[src/rtl/pprio_pkg.sv]
package pprio_pkg;

    localparam int PRIO_W = 8;
    localparam int RANK_W = PRIO_W + 1;
    localparam int ID_W   = 10;

    typedef logic [ID_W-1:0]   irq_id_t;
    typedef logic [RANK_W-1:0] rank_t;
    typedef logic [PRIO_W-1:0] prio_t;

    localparam irq_id_t SPURIOUS_ID = irq_id_t'(1023);
    localparam rank_t   RANK_NONE   = rank_t'(9'h100);

    typedef struct packed {
        irq_id_t id;
        rank_t   rank;
    } best_t;

    typedef enum logic {
        ST_IDLE = 1'b0,
        ST_SCAN = 1'b1
    } scan_st_e;

    function automatic best_t no_winner();
        best_t b;
        b.id   = SPURIOUS_ID;
        b.rank = RANK_NONE;
        return b;
    endfunction

    // strictly better only: equal ranks keep the earlier (lower) index
    function automatic logic beats(rank_t cand, rank_t cur);
        return cand < cur;
    endfunction

    function automatic rank_t widen(prio_t p);
        return {1'b0, p};
    endfunction

endpackage

[src/rtl/pprio_scan_ctrl.sv]
module pprio_scan_ctrl
    import pprio_pkg::*;
#(
    parameter int NUM_IRQ = 64,
    localparam int IDX_W  = $clog2(NUM_IRQ)
) (
    input  logic             clk,
    input  logic             rst,
    input  logic             start,
    output logic             busy,
    output logic             clr,
    output logic             step,
    output logic             last,
    output logic [IDX_W-1:0] idx
);

    localparam logic [IDX_W-1:0] IDX_LAST = IDX_W'(NUM_IRQ - 1);

    scan_st_e st_q;

    assign busy = (st_q == ST_SCAN);
    assign clr  = start && (st_q == ST_IDLE);
    assign step = busy;
    assign last = busy && (idx == IDX_LAST);

    always_ff @(posedge clk) begin
        if (rst) begin
            st_q <= ST_IDLE;
            idx  <= '0;
        end else begin
            case (st_q)
                ST_IDLE: begin
                    if (start) begin
                        st_q <= ST_SCAN;
                        idx  <= '0;
                    end
                end
                ST_SCAN: begin
                    if (idx == IDX_LAST) begin
                        st_q <= ST_IDLE;
                        idx  <= '0;
                    end else begin
                        idx <= idx + 1'b1;
                    end
                end
                default: st_q <= ST_IDLE;
            endcase
        end
    end


    accepted_start_chk: assert property (@(posedge clk) disable iff (rst)
        clr |=> (busy && idx == '0));


    scan_ends_chk: assert property (@(posedge clk) disable iff (rst)
        last |=> !busy);

endmodule

[src/rtl/pprio_best_track.sv]
module pprio_best_track
    import pprio_pkg::*;
(
    input  logic    clk,
    input  logic    rst,
    input  logic    clr,
    input  logic    step,
    input  logic    cand_ok,
    input  rank_t   cand_rank,
    input  irq_id_t cand_id,
    output best_t   best_nxt,
    output best_t   best_q
);

    always_comb begin
        best_nxt = best_q;
        if (cand_ok && beats(cand_rank, best_q.rank)) begin
            best_nxt.id   = cand_id;
            best_nxt.rank = cand_rank;
        end
    end

    always_ff @(posedge clk) begin
        if (rst || clr) begin
            best_q <= no_winner();
        end else if (step) begin
            best_q <= best_nxt;
        end
    end


    rank_monotone_chk: assert property (@(posedge clk) disable iff (rst)
        step |=> (best_q.rank <= $past(best_q.rank)));


    clear_state_chk: assert property (@(posedge clk) disable iff (rst)
        clr |=> (best_q.id == SPURIOUS_ID && best_q.rank == RANK_NONE));

endmodule

[src/rtl/pprio_publish.sv]
module pprio_publish
    import pprio_pkg::*;
(
    input  logic    clk,
    input  logic    rst,
    input  logic    fin,
    input  logic    dist_en,
    input  logic    cpu_en,
    input  prio_t   prio_mask,
    input  rank_t   run_prio,
    input  best_t   final_best,
    output irq_id_t hp_id,
    output logic    irq_req,
    output logic    done
);

    irq_id_t id_d;
    logic    req_d;
    logic    gate_ok;
    logic    unmasked;

    assign gate_ok  = dist_en && cpu_en;
    assign unmasked = final_best.rank < widen(prio_mask);

    always_comb begin
        id_d  = SPURIOUS_ID;
        req_d = 1'b0;
        if (gate_ok && unmasked) begin
            id_d  = final_best.id;
            req_d = final_best.rank < run_prio;
        end
    end

    always_ff @(posedge clk) begin
        if (rst) begin
            hp_id   <= SPURIOUS_ID;
            irq_req <= 1'b0;
            done    <= 1'b0;
        end else begin
            done <= fin;
            if (fin) begin
                hp_id   <= id_d;
                irq_req <= req_d;
            end
        end
    end


    req_needs_id_chk: assert property (@(posedge clk) disable iff (rst)
        irq_req |-> (hp_id != SPURIOUS_ID));


    done_pulse_chk: assert property (@(posedge clk) disable iff (rst)
        done |=> !done);


    hold_chk: assert property (@(posedge clk) disable iff (rst)
        !fin |=> ($stable(hp_id) && $stable(irq_req)));


    gated_off_chk: assert property (@(posedge clk) disable iff (rst)
        (fin && !gate_ok) |=> (hp_id == SPURIOUS_ID && !irq_req));

endmodule

[src/rtl/pend_prio_arbiter.sv]
module pend_prio_arbiter
    import pprio_pkg::*;
#(
    parameter int NUM_IRQ = 64,
    localparam int IDX_W  = $clog2(NUM_IRQ)
) (
    input  logic                      clk,
    input  logic                      rst,
    input  logic                      start,
    input  logic                      dist_en,
    input  logic                      cpu_en,
    input  logic [NUM_IRQ-1:0]        irq_enable,
    input  logic [NUM_IRQ-1:0]        irq_pending,
    input  logic [NUM_IRQ*PRIO_W-1:0] irq_prio,
    input  logic [PRIO_W-1:0]         prio_mask,
    input  logic [RANK_W-1:0]         run_prio,
    output logic                      busy,
    output logic                      done,
    output logic [ID_W-1:0]           hp_id,
    output logic                      irq_req
);

    logic             clr;
    logic             step;
    logic             last;
    logic [IDX_W-1:0] idx;

    prio_t            prio_arr [NUM_IRQ];
    logic             cand_ok;
    rank_t            cand_rank;
    irq_id_t          cand_id;
    best_t            best_nxt;
    best_t            best_q;

    for (genvar g = 0; g < NUM_IRQ; g++) begin : g_unpack
        assign prio_arr[g] = irq_prio[g*PRIO_W +: PRIO_W];
    end

    assign cand_ok   = irq_enable[idx] && irq_pending[idx];
    assign cand_rank = widen(prio_arr[idx]);
    assign cand_id   = irq_id_t'(idx);

    pprio_scan_ctrl #(.NUM_IRQ(NUM_IRQ)) u_ctrl (
        .clk   (clk),
        .rst   (rst),
        .start (start),
        .busy  (busy),
        .clr   (clr),
        .step  (step),
        .last  (last),
        .idx   (idx)
    );

    pprio_best_track u_track (
        .clk       (clk),
        .rst       (rst),
        .clr       (clr),
        .step      (step),
        .cand_ok   (cand_ok),
        .cand_rank (cand_rank),
        .cand_id   (cand_id),
        .best_nxt  (best_nxt),
        .best_q    (best_q)
    );

    pprio_publish u_pub (
        .clk        (clk),
        .rst        (rst),
        .fin        (last),
        .dist_en    (dist_en),
        .cpu_en     (cpu_en),
        .prio_mask  (prio_mask),
        .run_prio   (run_prio),
        .final_best (best_nxt),
        .hp_id      (hp_id),
        .irq_req    (irq_req),
        .done       (done)
    );


    busy_done_excl_chk: assert property (@(posedge clk) disable iff (rst)
        !(busy && done));


    done_after_busy_chk: assert property (@(posedge clk) disable iff (rst)
        $rose(done) |-> $fell(busy));

endmodule

[config.mk]
export PLATFORM = sky130hd
export DESIGN_NAME = pend_prio_arbiter
export DESIGN_NICKNAME = d
export VERILOG_FILES = /design/src/rtl/pprio_pkg.sv /design/src/rtl/pprio_scan_ctrl.sv /design/src/rtl/pprio_best_track.sv /design/src/rtl/pprio_publish.sv /design/src/rtl/pend_prio_arbiter.sv
export SDC_FILE = /design/constraint.sdc
export NUM_CORES = 1
export LEC_CHECK = 0
export CAP_MARGIN = 10
export CORE_AREA = 2 2 265 267
export CTS_CLUSTER_DIAMETER = 120
export DETAILED_ROUTE_END_ITERATION = 8
export DIE_AREA = 0 0 267 269
export GPL_ROUTABILITY_DRIVEN = 0
export SETUP_SLACK_MARGIN = 0.3
export SYNTH_ARGS = -nofsm -noshare
export SYNTH_HDL_FRONTEND = slang
export SYNTH_SLANG_ARGS = --single-unit
export TNS_END_PERCENT = 5
[constraint.sdc]
create_clock -name clk -period 14.4 [get_ports clk]
set_input_delay 3.6 -clock clk [delete_from_list [all_inputs] [get_ports clk]]
set_output_delay 3.6 -clock clk [all_outputs]
set_load 0.02 [all_outputs]
==> metrics.csv <==
stage,metric,value,unit
clocking,CTS sink count,38,
setup_path,Worst R2R End,u_pub.hp_id[2]$_SDFFE_PP1P_,
timing,setup TNS,0,ns
synthesis,Mapped Area,7090,um^2
clocking,Inserted Clock Buffers,5,
global_route,M2 GR Usage,0.264,
pwr,Max VDD drop,0.0000485,V
cells_and_area,Syn-to-layout area delta,111,%
cells_and_area,Non-Filler Instances,2231,
detailed_routing,Avg WL per Cell,25.0,um
synthesis,number of synthesized flops with an enable pin,0,
timing,final period utilization,0.710,
setup_path,R2R Setup Slk,5.85,ns
die,Die H,269,um
placed_design,hpwl dp,49500,um
setup_path,worst setup path end,u_pub.hp_id[2]$_SDFFE_PP1P_,
global_route,met3 Track Usage GR,0.0475,
global_route,grt ovf,0,
global_route,global-route usage over all layers,0.148,
detailed_routing,drc violations,0,
clocking,TritonCTS clock tree,built,
synthesis,list of most frequent post-synthesis cells,"mux4_2 (160), nand2_1 (80), dfxtp_1 (38)",
pwr,PwrDens,41.0,nW/um^2
synthesis,Netlist cell types,56,
cells_and_area,nets,1966,
detailed_routing,WL final,55800,um
detailed_routing,drt pass-1 iters,4,
die,# rows,97,
timing,Tmin final,10.22,ns
global_route,routing usage on met1,0.174,
timing,Final Setup Violations,0,
synthesis,post-synthesis sequential area ratio,0.107,
min_path,Hold WC Path Type,register to register,
cells_and_area,total area of sequential cells,772,um^2
setup_path,Setup crit end kind,register,
pwr,Tot Pwr,614,uW
synthesis,ys flop type,dfxtp_1,
placed_design,dpl ws,3.85,ns
die,Core ar.,69300,um^2
timing,Slew @ Worst Pin,0.965,ns
timing,Final Slew Violations,0,
synthesis,Yosys top cell by area,mux4_2,
detailed_routing,via count,8844,
synthesis,Gate Count Post-Synth,651,
clocking,root buffer selected by CTS,clkbuf_16,
timing,worst relative slew slack,0.357,
clocking,post_cts resized,0,
placed_design,placed insts,2214,
detailed_routing,Routed Antenna Nets,0,
cells_and_area,Fillers,7392,
timing,final setup margin,4.18,ns
die,initial core utilization,0.102,
global_route,largest net degree at the start of global routing,49,
timing,skew final,0.00597,ns
setup_path,RR Startpoint,u_ctrl.idx[0]$_SDFFE_PP0P_,
die,boundary pin count,675,
setup_path,WP data required,14.55,ns
setup_path,critical path launch point,irq_prio[92],
clocking,CTS Hold Bufs,0,
global_route,number of global-route vias before repair,9315,
synthesis,synth warn,0,
clocking,"Clk pin slew, worst setup/hold paths",0.06,ns
timing,Final Hold Fails,0,
job,total of max-cap violations,0,
run_status,status,"complete, no violations",
timing,achievable frequency,97.9,MHz
synthesis,Post-Synthesis Net Count,1336,
global_route,GRT busiest layer,met2,
global_route,initial antenna violation count,35,
synthesis,top cell type's share of synthesized area,0.508,
setup_path,crit path max fanout,17,
synthesis,"top cells by area, synth","mux4_2 (51%), dfxtp_1 (11%), nand2_1 (4.2%)",
setup_path,Setup crit start kind,input pin,
clocking,clock buffer depth,2,
clocking,worst skew pair latency,0.28,ns
detailed_routing,Vias/cell,3.96,
setup_path,R2R depth,22,
detailed_routing,DRT iter0 DRCs,498,
setup_path,Setup Crit Path Kind,input pin to register,
timing,RSZ-0062 raised after global routing,false,
clocking,Post-CTS Setup Bufs,0,
placed_design,port buffer count,674,
synthesis,synthesized area per cell,10.9,um^2
cells_and_area,multi-input logic area,5850,um^2
die,die outline area,71800,um^2
synthesis,"FFs w/ async S/R, synth",0,
die,Die W,267,um
cells_and_area,Final Util,0.216,
cells_and_area,share of layout cells above drive strength 1,0.156,
setup_path,Worst EP arrival,10.37,ns
global_route,first-pass GRT wire length,73000,um
clocking,H-tree levels,2,
pwr,Leakage,5.09,nW
synthesis,#FFs+latches synth,38,
synthesis,most common cell in the netlist,mux4_2,
worst max-delay path, cell delays in order:
cell and delay, ns:
clkdlybuf4s50_1 0.52, mux4_2 0.52, mux4_2 0.49, mux4_2 0.60, ha_1 0.36, a41oi_1 0.23
o21ai_0 0.12, a21oi_1 0.18, o22ai_1 0.10, a211o_1 0.31, nand2b_1 0.59, mux2_2 0.50
ha_1 0.30, a21o_1 0.18, a21o_1 0.17, a21o_1 0.17, a211oi_1 0.31, o211ai_1 0.18
or3_1 0.39, a31oi_2 0.40, a21oi_1 0.13
worst min path at each step:
stage	start	end	slack (ns)	cells after the start
floorplan	u_track.best_q[15]$_SDFFE_PP1P_	u_track.best_q[15]$_SDFFE_PP1P_	0.42	2
global placement	u_track.best_q[16]$_SDFFE_PP1P_	u_track.best_q[16]$_SDFFE_PP1P_	0.43	2
detailed placement	u_track.best_q[16]$_SDFFE_PP1P_	u_track.best_q[16]$_SDFFE_PP1P_	0.43	2
CTS	u_track.best_q[16]$_SDFFE_PP1P_	u_track.best_q[16]$_SDFFE_PP1P_	0.44	2
global route	u_track.best_q[18]$_SDFFE_PP1P_	u_track.best_q[18]$_SDFFE_PP1P_	0.46	2
finish	u_track.best_q[16]$_SDFFE_PP1P_	u_track.best_q[16]$_SDFFE_PP1P_	0.44	2
routing by layer:
metal	vias to the layer above	wire length, um
met1	4273	22200
met4	24	1070
li1	3941	-
met3	66	5110
met2	540	27300
met5	-	159
logic make-up after synthesis:
logic type / share of synthesized area
mux: 0.546
flops: 0.107
simple gates: 0.118
xor+xnor: 0.00247
fa+ha+maj: 0.0406
buf+inv: 0.0678
compound gates: 0.118
sequential cells by signal, indices dropped and copies added, names as in the netlist:
signal,cells
u_ctrl.busy,1
u_ctrl.idx,6
u_track.best_q,19
u_pub.hp_id,10
u_pub.irq_req,1
u_pub.done,1
placed cells by master, fill, tap and decap left out, types with 5 or more instances in the layout:
cell and instances:
a21oi_1 25, a22oi_1 6, a21o_1 9, and2_1 5, mux2_2 8, mux2i_1 18
diode_2 9, o21ai_0 28, buf_4 14, ha_1 23, clkbuf_16 6, nand4_1 6
nand3b_1 9, nand3_1 25, a211oi_1 5, mux4_2 160, dfxtp_1 35, clkdlybuf4s50_1 674
nand2_1 80, o211ai_1 18, nor2_1 34, inv_1 28, nor3_1 5, a31oi_1 14
cell type report:
class                   instances  share of cell area
diodes                          9             0.00150
clock buffers                   6              0.0100
clock inverters                 2             0.00259
inverters                      31             0.00777
multi-input cells             517               0.391
flip-flops and latches         38              0.0515
well taps                     940              0.0785
repair buffers                688               0.458
power by group:
| part | switching [mW] | internal, mW |
|---|---|---|
| clock | 0.0468 | 0.0926 |
| combinational | 0.115 | 0.248 |
| sequential | 0.00495 | 0.107 |
| total | 0.167 | 0.448 |
metrics by stage:
step                cell area (um^2)  hold slack, ns
floorplan                       7090           0.419
global placement               14800           0.426
detailed placement             14800           0.430
CTS                            15000           0.439
global route                   15000           0.464
finish                         15000           0.439
(Power assumes the default switching activity.)
